File: src/rtl/pfc_pkg.sv
package pfc_pkg;
  // Clocks between refreshes of PAUSE_ON: half the advertised duration.
  function automatic int unsigned refresh_clocks(int unsigned on_quanta, int unsigned prescale);
    int unsigned half;
    half = (on_quanta / 2) * prescale;
    return (half == 0) ? 1 : half;
  endfunction

  // Total hold length for a given duration value.
  function automatic int unsigned hold_clocks(int unsigned quanta, int unsigned prescale);
    return quanta * prescale;
  endfunction
endpackage

File: src/rtl/pfc_pause_timer.sv
module pfc_pause_timer #(
  parameter int QW       = 16,
  parameter int PRESCALE = 128
) (
  input  logic          clk,
  input  logic          rst_n,
  input  logic          enable,
  input  logic          req_valid,
  input  logic [QW-1:0] req_quanta,
  output logic          hold
);
  localparam int PS_W = (PRESCALE > 1) ? $clog2(PRESCALE) : 1;
  localparam logic [PS_W-1:0] PS_LAST = PS_W'(PRESCALE - 1);

  logic [QW-1:0]   quanta_cnt;
  logic [PS_W-1:0] ps_cnt;

  // Named events for the assertions.
  logic load_evt, wake_evt, unit_tick;
  assign load_evt  = enable && req_valid && (req_quanta != '0);
  assign wake_evt  = enable && req_valid && (req_quanta == '0);
  assign unit_tick = enable && (quanta_cnt != '0) && (ps_cnt == PS_LAST);

  always_ff @(posedge clk) begin
    if (!rst_n || !enable) begin
      quanta_cnt <= '0;
      ps_cnt     <= '0;
    end else if (load_evt) begin
      quanta_cnt <= req_quanta;
      ps_cnt     <= '0;
    end else if (wake_evt) begin
      quanta_cnt <= '0;
      ps_cnt     <= '0;
    end else if (quanta_cnt != '0) begin
      if (unit_tick) begin
        ps_cnt     <= '0;
        quanta_cnt <= quanta_cnt - 1'b1;
      end else begin
        ps_cnt <= ps_cnt + 1'b1;
      end
    end
  end

  assign hold = (quanta_cnt != '0);

  a_r2_hold_after_load: assert property (@(posedge clk) disable iff (!rst_n)
    load_evt |=> hold);
  a_r5_reload_value: assert property (@(posedge clk) disable iff (!rst_n)
    load_evt |=> (quanta_cnt == $past(req_quanta)));
  a_r3_wake_releases: assert property (@(posedge clk) disable iff (!rst_n)
    wake_evt |=> !hold);
  a_r4_expiry_release: assert property (@(posedge clk) disable iff (!rst_n)
    (unit_tick && quanta_cnt == QW'(1) && !req_valid) |=> !hold);
  a_r6_disabled_idle: assert property (@(posedge clk) disable iff (!rst_n)
    !enable |=> !hold);
endmodule

File: src/rtl/pfc_pause_gen.sv
module pfc_pause_gen #(
  parameter int          QW        = 16,
  parameter int          PRESCALE  = 128,
  parameter logic [15:0] ON_QUANTA = 16'hFFFF
) (
  input  logic          clk,
  input  logic          rst_n,
  input  logic          enable,
  input  logic          almost_full,
  input  logic          almost_empty,
  output logic          req,
  output logic [QW-1:0] req_quanta
);
  localparam int RW = QW + ((PRESCALE > 1) ? $clog2(PRESCALE) : 1) + 1;
  localparam logic [RW-1:0] REFRESH_LAST =
    RW'(pfc_pkg::refresh_clocks(ON_QUANTA, PRESCALE) - 1);
  localparam logic [QW-1:0] ON_VAL = QW'(ON_QUANTA);

  logic          af_q;
  logic          peer_paused;
  logic [RW-1:0] refresh_cnt;

  // Named events for the assertions.
  logic on_rise, refresh_due, off_due;
  assign on_rise     = enable && almost_full && !af_q;
  assign refresh_due = enable && peer_paused && almost_full && (refresh_cnt == REFRESH_LAST);
  assign off_due     = enable && peer_paused && almost_empty && !almost_full;

  always_ff @(posedge clk) begin
    if (!rst_n) begin
      af_q        <= 1'b0;
      peer_paused <= 1'b0;
      refresh_cnt <= '0;
      req         <= 1'b0;
      req_quanta  <= '0;
    end else begin
      af_q <= almost_full;
      if (!enable) begin
        peer_paused <= 1'b0;
        refresh_cnt <= '0;
        req         <= 1'b0;
      end else begin
        req <= on_rise || refresh_due || off_due;
        if (on_rise || refresh_due) begin
          req_quanta  <= ON_VAL;
          peer_paused <= 1'b1;
          refresh_cnt <= '0;
        end else if (off_due) begin
          req_quanta  <= '0;
          peer_paused <= 1'b0;
          refresh_cnt <= '0;
        end else if (peer_paused && refresh_cnt != REFRESH_LAST) begin
          refresh_cnt <= refresh_cnt + 1'b1;
        end
      end
    end
  end

  a_r7_on_after_rise: assert property (@(posedge clk) disable iff (!rst_n)
    on_rise |=> (req && req_quanta == ON_VAL));
  a_r9_refresh_value: assert property (@(posedge clk) disable iff (!rst_n)
    refresh_due |=> (req && req_quanta == ON_VAL));
  a_r8_off_zero: assert property (@(posedge clk) disable iff (!rst_n)
    off_due |=> (req && req_quanta == '0 && !peer_paused));
  a_r10_silent_disabled: assert property (@(posedge clk) disable iff (!rst_n)
    !enable |=> !req);
endmodule

File: src/rtl/pause_flow_ctrl.sv
module pause_flow_ctrl #(
  parameter int          QW        = 16,
  parameter int          PRESCALE  = 128,
  parameter logic [15:0] ON_QUANTA = 16'hFFFF
) (
  input  logic          clk,
  input  logic          rst_n,
  input  logic          full_duplex,
  input  logic          rx_pause_en,
  input  logic          tx_pause_en,
  input  logic          pause_rx_valid,
  input  logic [QW-1:0] pause_rx_quanta,
  output logic          tx_hold,
  input  logic          buf_almost_full,
  input  logic          buf_almost_empty,
  output logic          pause_req,
  output logic [QW-1:0] pause_req_quanta
);
  logic honour_en, gen_en;
  assign honour_en = full_duplex && rx_pause_en;
  assign gen_en    = full_duplex && tx_pause_en;

  pfc_pause_timer #(.QW(QW), .PRESCALE(PRESCALE)) u_timer (
    .clk        (clk),
    .rst_n      (rst_n),
    .enable     (honour_en),
    .req_valid  (pause_rx_valid),
    .req_quanta (pause_rx_quanta),
    .hold       (tx_hold)
  );

  pfc_pause_gen #(.QW(QW), .PRESCALE(PRESCALE), .ON_QUANTA(ON_QUANTA)) u_gen (
    .clk          (clk),
    .rst_n        (rst_n),
    .enable       (gen_en),
    .almost_full  (buf_almost_full),
    .almost_empty (buf_almost_empty),
    .req          (pause_req),
    .req_quanta   (pause_req_quanta)
  );

  a_r1_quiet_after_reset: assert property (@(posedge clk)
    !rst_n |=> (!tx_hold && !pause_req && pause_req_quanta == '0));
endmodule

File: config.mk
export PLATFORM = sky130hd
export DESIGN_NAME = pause_flow_ctrl
export DESIGN_NICKNAME = d
export VERILOG_FILES = /design/src/rtl/pfc_pkg.sv /design/src/rtl/pfc_pause_timer.sv /design/src/rtl/pfc_pause_gen.sv /design/src/rtl/pause_flow_ctrl.sv
export SDC_FILE = /design/constraint.sdc
export NUM_CORES = 1
export LEC_CHECK = 0
export ABC_AREA = 1
export BUFFER_PORTS_ARGS = -buffer_cell sky130_fd_sc_hd__buf_2
export CORE_ASPECT_RATIO = 1.75
export CORE_MARGIN = 4
export CORE_UTILIZATION = 55
export DETAILED_ROUTE_END_ITERATION = 8
export PLACE_DENSITY_LB_ADDON = 0.08
export SYNTH_ARGS = -nofsm -noshare
export SYNTH_HDL_FRONTEND = slang
export SYNTH_SLANG_ARGS = --single-unit
File: constraint.sdc
create_clock -name clk -period 2.6 [get_ports clk]
set_clock_uncertainty 0.2 [all_clocks]
set_input_delay 0.52 -clock clk [delete_from_list [all_inputs] [get_ports clk]]
set_output_delay 0.52 -clock clk [all_outputs]
set_load 0.01 [all_outputs]
Word level (Yosys, flattened, before mapping)
Index checks and enable logic that the tools add are counted.

Register bits after elaboration: 66. Latch bits: 0. Bits in writable memories: 0. Bits in read-only memories: 0. Input bits: 24. Logic and storage cells: 57. Memories: 0.

$add $sub $neg: 3. Multipliers: 0. Divide/modulo/power cells: 0. Magnitude comparators: 0. Equal/unequal tests: 3. Shift operators: 0. Multiplexer cells: 9. Bitwise logic cells: 2. Reduce and logical (&&, ||, !) cells: 33.

Operator list (number): 2-to-1 mux 16 bit (6); nonzero test 16 bit (2); adder 24 x 1 -> 24 bit, second input constant (1); equality test 24 x 22 -> 1 bit, second input constant (1); != test 24 x 22 -> 1 bit, second input constant (1); logical NOT 16 bit (1); subtractor 16 x 1 -> 16 bit, second input constant (1); logical AND 1 bit (15); adder 7 x 1 -> 7 bit, second input constant (1); equality test 7 bit, second input constant (1); 2-to-1 mux 7 bit (1); AND reduction 2 bit (3); nonzero test 3 bit (2); logical NOT 1 bit (4); OR reduction 4 bit (1); logical OR 1 bit (3); OR reduction 3 bit (1); 2-to-1 mux 1 bit (2); NOT 1 bit (2); nonzero test 2 bit (1).

Longest topological paths before layout
Gate-level depths: netlist (run 1).

Word-level depth: 7. Depth in mapped cells: 11.

Hierarchy
Synthesis (run 1) repeated with hierarchy kept, for this count alone.

Cells, all modules: 594. Area total of the unflattened synthesis: 3664.8 µm².

By module, submodules not included: pfc_pause_gen (times used 1, cells an instance 298, area an instance 1840.5 µm², sequential area each 560.5 µm²); pfc_pause_timer (times used 1, cells an instance 292, area an instance 1809.2 µm², sequential area each 460.4 µm²); pause_flow_ctrl (times used 1, cells an instance 4, area an instance 15.0 µm², sequential area each 0.0 µm²).

Worst setup path after synthesis (run 1)
OpenSTA, ideal clock, no wires.

Path kind: register to register. Start point: register u_gen.refresh_cnt[0]. End point: register u_gen.refresh_cnt[7]. Data arrival time: 1.555 ns. Data required time: 2.278 ns. Setup slack: 0.723 ns. Cell stages (with the launch flop): 10. Cell sequence: dfxtp_1 > ha_1 > nand3_2 > inv_1 > nand2_1 > nor2_1 > nand3b_1 > nand4_2 > buf_4 > a21oi_1.

Word-level cells in the longest chain between the ends: 4. Elaborated cells between the ends (all ways): 7. Those cells by class: add/sub (1); eq/ne (2); reduce/logical (4).

Ends and longest elaborated chain: start: declaration (line pfc_pause_gen.sv:21) `logic [RW-1:0] refresh_cnt;`; start signal: assignment (line pfc_pause_gen.sv:53) `refresh_cnt <= refresh_cnt + 1'b1;`; branches (longest 4 deep; another with adder 24 x 1 -> 24 bit).

Several ways; the timed one is not identified. A chain may end at the register's enable or synchronous reset.

Worst setup path after layout (run 1)
Start point: register u_timer.quanta_cnt[1]. End point: output tx_hold.

Word-level cells in the longest chain between the ends: 1.

Ends and longest elaborated chain: start: declaration (line pfc_pause_timer.sv:15) `logic [QW-1:0] quanta_cnt;`; start signal: assignment (line pfc_pause_timer.sv:29) `quanta_cnt <= req_quanta;`; start signal: assignment (line pfc_pause_timer.sv:37) `quanta_cnt <= quanta_cnt - 1'b1;`; nonzero test 16 bit (line pfc_pause_timer.sv:44) `assign hold = (quanta_cnt != '0);`; end: declaration (line pause_flow_ctrl.sv:13) `output logic tx_hold,`.

Every way passes these cells.

==> results of run 1 <==
-- Yosys cell counts, types with 4 or more instances --
master    count
a21oi_2      15
o21ai_0      11
buf_6         4
ha_1          4
nor2_2        4
nor2_1      109
nand2_1     197
inv_1        43
xor2_1       13
a21oi_1      17
xnor2_1       7
buf_4        17
dfxtp_1      51
nand3b_1      9
clkbuf_1      6
nand3_1      61
-- path summary, 6_finish.rpt --
path                            to  slack (ns)                  start  cells past startpoint
max                        tx_hold        0.34  u_timer.quanta_cnt[1]                      8
min                     u_gen.af_q        0.22                  rst_n                      3
max reg2reg  u_gen.refresh_cnt[17]        0.43   u_gen.refresh_cnt[0]                      8
min reg2reg      u_timer.ps_cnt[0]        0.30      u_timer.ps_cnt[0]                      2
-- tightest hold or removal path, delay by kind of cell --
family | cells | cell delay, ns
buf+inv | 2 | 0.14
simple gates | 1 | 0.05
-- cell families after synthesis --
group	synth area share, %
xor gates and xnor gates	4.90
and+or+nand+nor	46.6
adders and majority gates	1.40
buffers and inverters	10.5
DFF	28.6
AOI/OAI and AO/OA	8.05
-- area by class of cell --
cell class	count	area [sq um]	area share [%]
Tap cell	80	100	2.61
Inverter	45	169	4.40
Multi-Input combinational cell	462	2180	56.9
Sequential cell	51	1020	26.6
Clock buffer	5	68.8	1.79
Clock inverter	3	25.0	0.652
Timing Repair Buffer	48	270	7.04
-- through the flow --
stage | hold WS (ns) | cells | worst slack (ns)
final | 0.218 | 694 | 0.342
after global routing | 0.208 | 694 | 0.159
after CTS | 0.209 | 694 | 0.162
after detailed placement | 0.279 | 686 | 0.164
after global placement | 0.264 | 686 | 0.224
after floorplan | 0.252 | 587 | 0.723
-- power by group --
| group | switching (uW) | internal (uW) | total [uW] |
|---|---|---|---|
| clock network | 288 | 193 | 481 |
| registers | 4.47 | 785 | 790 |
| logic | 112 | 65.2 | 177 |
| total | 404 | 1040 | 1450 |
-- routing by layer --
layer / vias up / GRT usage, %
met5: - / 0
met4: 0 / 15.4
met3: 37 / 3.83
met2: 65 / 45.5
met1: 1588 / 24.3
li1: 1883 / -
-- timing repair --
item                                    CTS  global route
endpoints found under the setup margin    0             4
resized for setup                         0             1
hold buffers                              0             0
-- flip-flops by register name, summed over array words and instances, names as in the netlist --
register,flops
u_timer.ps_cnt,7
u_gen.peer_paused,1
u_gen.af_q,1
u_gen.req,1
u_gen.refresh_cnt,24
u_gen.req_quanta,1
u_timer.quanta_cnt,16
==> flow_metrics.py, run 1 <==
metrics = {
    "layout": {
        "final_core_util_pct": 61.1,
        "layout_commonest_cell": "nand2_1",
        "stdcell_area_sq_um": 3840,
        "mostFrequentLayoutCells": "nand2_1, nor2_1, nand3_1",
        "fillers": 635,
        "layout-drive-gt1-share_pct": 14.0,
        "diodes": 0,
        "synthToLayoutAreaGrowth_pct": 7.39,
        "layout.nets": 641,
    },
    "power": {
        "p_per_area_nw_per_um2": 377,
        "cellLeakagePower_uw": 0.00168,
        "ir_drop_v": 0.000262,
        "power_uw": 1450,
    },
    "timing": {
        "drv_slew": 0,
        "rsz0062_at_grt": "false",
        "fin_crit_sh_pct": 86.8,
        "clock.fmax_mhz": 443,
        "maxSlewHeadroom_pct": 62.5,
        "hold_viol_final": 0,
        "finalSetupTns_ns": 0,
        "finalSetupViolCount": 0,
        "worst_slew_pin_slew_ns": 0.561,
        "fin_crit_ns": 2.26,
    },
    "routing": {
        "drt-initial-drc-count": 178,
        "firstDrtPassIters": 4,
        "vias": 3573,
        "drt-total-wl_um": 8910,
        "wl_per_cell_um": 12.8,
        "highest_layer": "met4",
        "via_per_inst": 5.15,
        "wl_met2_um": 4940,
        "wl_met3_um": 272,
        "final_antenna_net_count": 0,
        "m1WireLength_um": 3190,
        "post-route-drc-count": 0,
    },
    "worst_setup_path": {
        "worstPathMaxFanout": 4,
        "critPathBufInv": 3,
        "cp_top_family": "simple AND/OR/NAND/NOR gates",
        "required_ns": 1.88,
        "critPathArrivalTime_ns": 1.54,
        "startpoint_type": "flip-flop",
        "crit_path_end_kind": "primary output",
        "worstSetupPathType": "reg -> out",
        "cpMaxStageDelayCell": "dfxtp_1",
        "path_cells": "inv_1 > ha_1 > inv_1 > nor2_1 > nand2_1 > nor2_1 > nand4_1 > buf_2",
        "slowest_delay_ns": 0.31,
    },
    "clock_network": {
        "cts_buffers": 5,
        "clock_path_buffers": 2,
        "cts_setup_buffers": 0,
        "clkTransAtPathRegs_ns": 0.10,
        "ctsRootBufferMaster": "clkbuf_8",
        "cts_tree": "built",
        "htree_levels": 2,
        "clock_sinks": 51,
        "clkLatencyLatePin_ns": 0.32,
    },
    "die": {
        "fp.dieH_um": 115,
        "pin_count": 42,
        "core_area_sq_um": 6280,
        "rows": 38,
        "die_w_um": 68.9,
        "die-area_sq_um": 7900,
        "start_util_pct": 56.9,
    },
    "global_routing": {
        "grt_pass1_wl_um": 14900,
        "track_usage_pct": 24.7,
        "grt_overflow": 0,
        "grt_max_degree": 25,
        "grt_pass1_vias": 3450,
        "antenna_found_initial": 0,
    },
    "min_path": {
        "holdCritPathClass": "in -> reg",
    },
    "yosys": {
        "synth_seq_area_share_pct": 28.6,
        "synth_cells": 587,
        "avgSynthCellArea_sq_um": 6.09,
        "synth_top_area_share_pct": 28.6,
        "yosysTopAreaCell": "dfxtp_1",
        "synth_warnings": 0,
        "synthDistinctLibCells": 29,
        "syn_area_sq_um": 3570,
        "ys_ff_latch": 51,
        "synth-edff-count": 0,
        "synthTopCellsByArea": "dfxtp_1, nand2_1, nor2_1",
        "synth-async-reset-ratio_pct": 0,
        "syn_nets": 615,
        "synth_ff_type": "dfxtp_1",
    },
    "job": {
        "cap_violations": 0,
    },
    "placement": {
        "post_dp_cell_area_sq_um": 3740,
        "gp_congestion": 0.953,
        "place_hpwl_um": 6980,
        "port_buffers": 41,
    },
    "outcome": {
        "outcome": "complete, no violations",
    },
}
(Power assumes the default switching activity.)
==> inputs of run 2 (changes only) <==
Settings changed: CORE_MARGIN 4 to 2, CORE_UTILIZATION 55 to 40.
==> flow_metrics.py, run 2 (synthesis gave the netlist of run 1 again) <==
metrics = {
    "timing": {
        "finalSetupViolCount": 0,
        "hold_viol_final": 0,
        "fin_crit_ns": 2.26,
        "setup_ws_ns": 0.343,
        "maxSlewHeadroom_pct": 62.3,
        "clock.fmax_mhz": 443,
        "fin_crit_sh_pct": 86.8,
        "rsz0062_at_grt": "false",
        "whs_ns": 0.249,
        "drv_slew": 0,
        "finalSetupTns_ns": 0,
        "worst_slew_pin_slew_ns": 0.564,
    },
    "clock_network": {
        "ctsRootBufferMaster": "clkbuf_16",
        "clock_path_buffers": 2,
        "htree_levels": 2,
        "cts.hold.buffers_added": 0,
        "clkTransAtPathRegs_ns": 0.07,
        "cts_buffers": 5,
        "cts_tree": "built",
        "clkLatencyLatePin_ns": 0.30,
        "clock_sinks": 51,
    },
    "power": {
        "cellLeakagePower_uw": 0.00171,
        "p_int_uw": 1210,
        "p_sw_share_pct": 26.3,
        "ir_drop_v": 0.000254,
        "pwr-share-comb_pct": 10.9,
        "p_per_area_nw_per_um2": 415,
        "sequentialPowerShare_pct": 48.2,
        "power_frac_clock_pct": 40.9,
        "switchingPower_uw": 430,
    },
    "worst_setup_path": {
        "ff2ff_path_depth": 8,
        "cp_top_family": "simple AND/OR/NAND/NOR gates",
        "slowest_delay_ns": 0.44,
        "critPathBufInv": 1,
        "startpoint_type": "flip-flop",
        "crit_path_end_kind": "flip-flop",
        "reg2reg_from": "u_gen.refresh_cnt[0]",
        "cpMaxStageDelayCell": "dfxtp_1",
        "required_ns": 2.63,
        "r2r-end": "u_gen.refresh_cnt[17]",
        "critPathArrivalTime_ns": 2.29,
        "worstSetupPathType": "reg -> reg",
        "worstPathMaxFanout": 15,
        "path_cells": "ha_1 > nand3_2 > nor2_4 > nand3_4 > o21ai_4 > buf_12 > nand2_1 > a21oi_2",
        "r2r_slack_ns": 0.34,
    },
    "die": {
        "die-area_sq_um": 9740,
        "fp.dieH_um": 129,
        "core_area_sq_um": 8670,
        "pin_count": 42,
        "die_w_um": 75.5,
        "rows": 45,
        "start_util_pct": 41.2,
    },
    "global_routing": {
        "grt_pass1_wl_um": 15500,
        "grt_max_degree": 25,
        "grt_pass1_vias": 3521,
        "track_usage_pct": 20.5,
        "antenna_found_initial": 0,
        "grt_overflow": 0,
    },
    "job": {
        "cap_violations": 0,
    },
    "placement": {
        "pre_cts_slack_ns": 0.151,
        "gp_congestion": 0.865,
        "place_hpwl_um": 7280,
        "port_buffers": 41,
    },
    "min_path": {
        "hold_end": "u_gen.af_q",
        "hold_depth": 3,
        "holdCritPathClass": "in -> reg",
        "hp-start": "rst_n",
    },
    "routing": {
        "via_per_inst": 4.86,
        "post-route-drc-count": 0,
        "drt-total-wl_um": 9470,
        "drt-initial-drc-count": 135,
        "firstDrtPassIters": 4,
        "vias": 3553,
        "final_antenna_net_count": 0,
        "wl_per_cell_um": 13.0,
    },
    "layout": {
        "largest_reg_flops": 24,
        "final_core_util_pct": 45.5,
        "layout-drive-gt1-share_pct": 14.0,
        "layout_commonest_cell": "nand2_1",
        "mostFrequentLayoutCells": "nand2_1, nor2_1, nand3_1",
        "layout.nets": 641,
        "synthToLayoutAreaGrowth_pct": 10.5,
        "diodes": 0,
        "top_regs": "u_gen.refresh_cnt x24, u_timer.quanta_cnt x16, u_timer.ps_cnt x7",
        "regMostFlops": "u_gen.refresh_cnt",
    },
    "outcome": {
        "outcome": "complete, no violations",
    },
}
run 2: worst max path at each step:
stage,from,slack (ns),endpoint,cells after the start
finish,u_gen.refresh_cnt[0],0.34,u_gen.refresh_cnt[17],8
floorplan,u_gen.refresh_cnt[0],0.72,u_gen.refresh_cnt[7],9
CTS,u_gen.refresh_cnt[0],0.13,u_gen.refresh_cnt[7],8
global placement,u_gen.refresh_cnt[0],0.17,u_gen.refresh_cnt[7],8
global route,u_gen.refresh_cnt[0],0.15,u_gen.refresh_cnt[0],8
detailed placement,u_gen.refresh_cnt[0],0.15,u_gen.refresh_cnt[7],8
run 2: routing by layer:
metal	track usage (%)	wire length [um]	vias up
met5	0	0	-
met4	11.6	356	0
met3	2.72	226	25
met2	38.8	5300	57
met1	20.4	3590	1590
li1	-	-	1881
run 2: tightest hold or removal path, delay by kind of cell:
kind	cells	cell delay, ns
simple gates	1	0.05
buf+inv	2	0.14
run 2: stage by stage:
stage               instance area (sq um)  cells  power, uW
finish                               3950    731       1640
global route                         3950    731       1720
CTS                                  3940    731       1670
detailed placement                   3800    723        987
global placement                     3800    723        985
floorplan                            3570    587        931
run 2: cell type report:
type                            instances  area (sq um)
Multi-Input combinational cell        462          2180
Tap cell                              117           146
Fill cell                             995          4720
Timing Repair Buffer                   48           283
Sequential cell                        51          1020
Clock buffer                            5           125
Clock inverter                          3          20.0
Inverter                               45           169
run 2: power by group through the flow:
stage                     combinational (uW)  clock (uW)  sequential [uW]
after floorplan                          124           0              807
after global placement                   177           0              808
after detailed placement                 179           0              808
after CTS                                180         697              789
after global routing                     204         723              790
final                                    178         669              790
run 2: timing repair:
item / in CTS / in global routing
endpoints found under the hold margin: 0 / 0
gates resized for setup: 0 / 1
buffers inserted: 0 / 0
endpoints found under the setup margin: 0 / 1
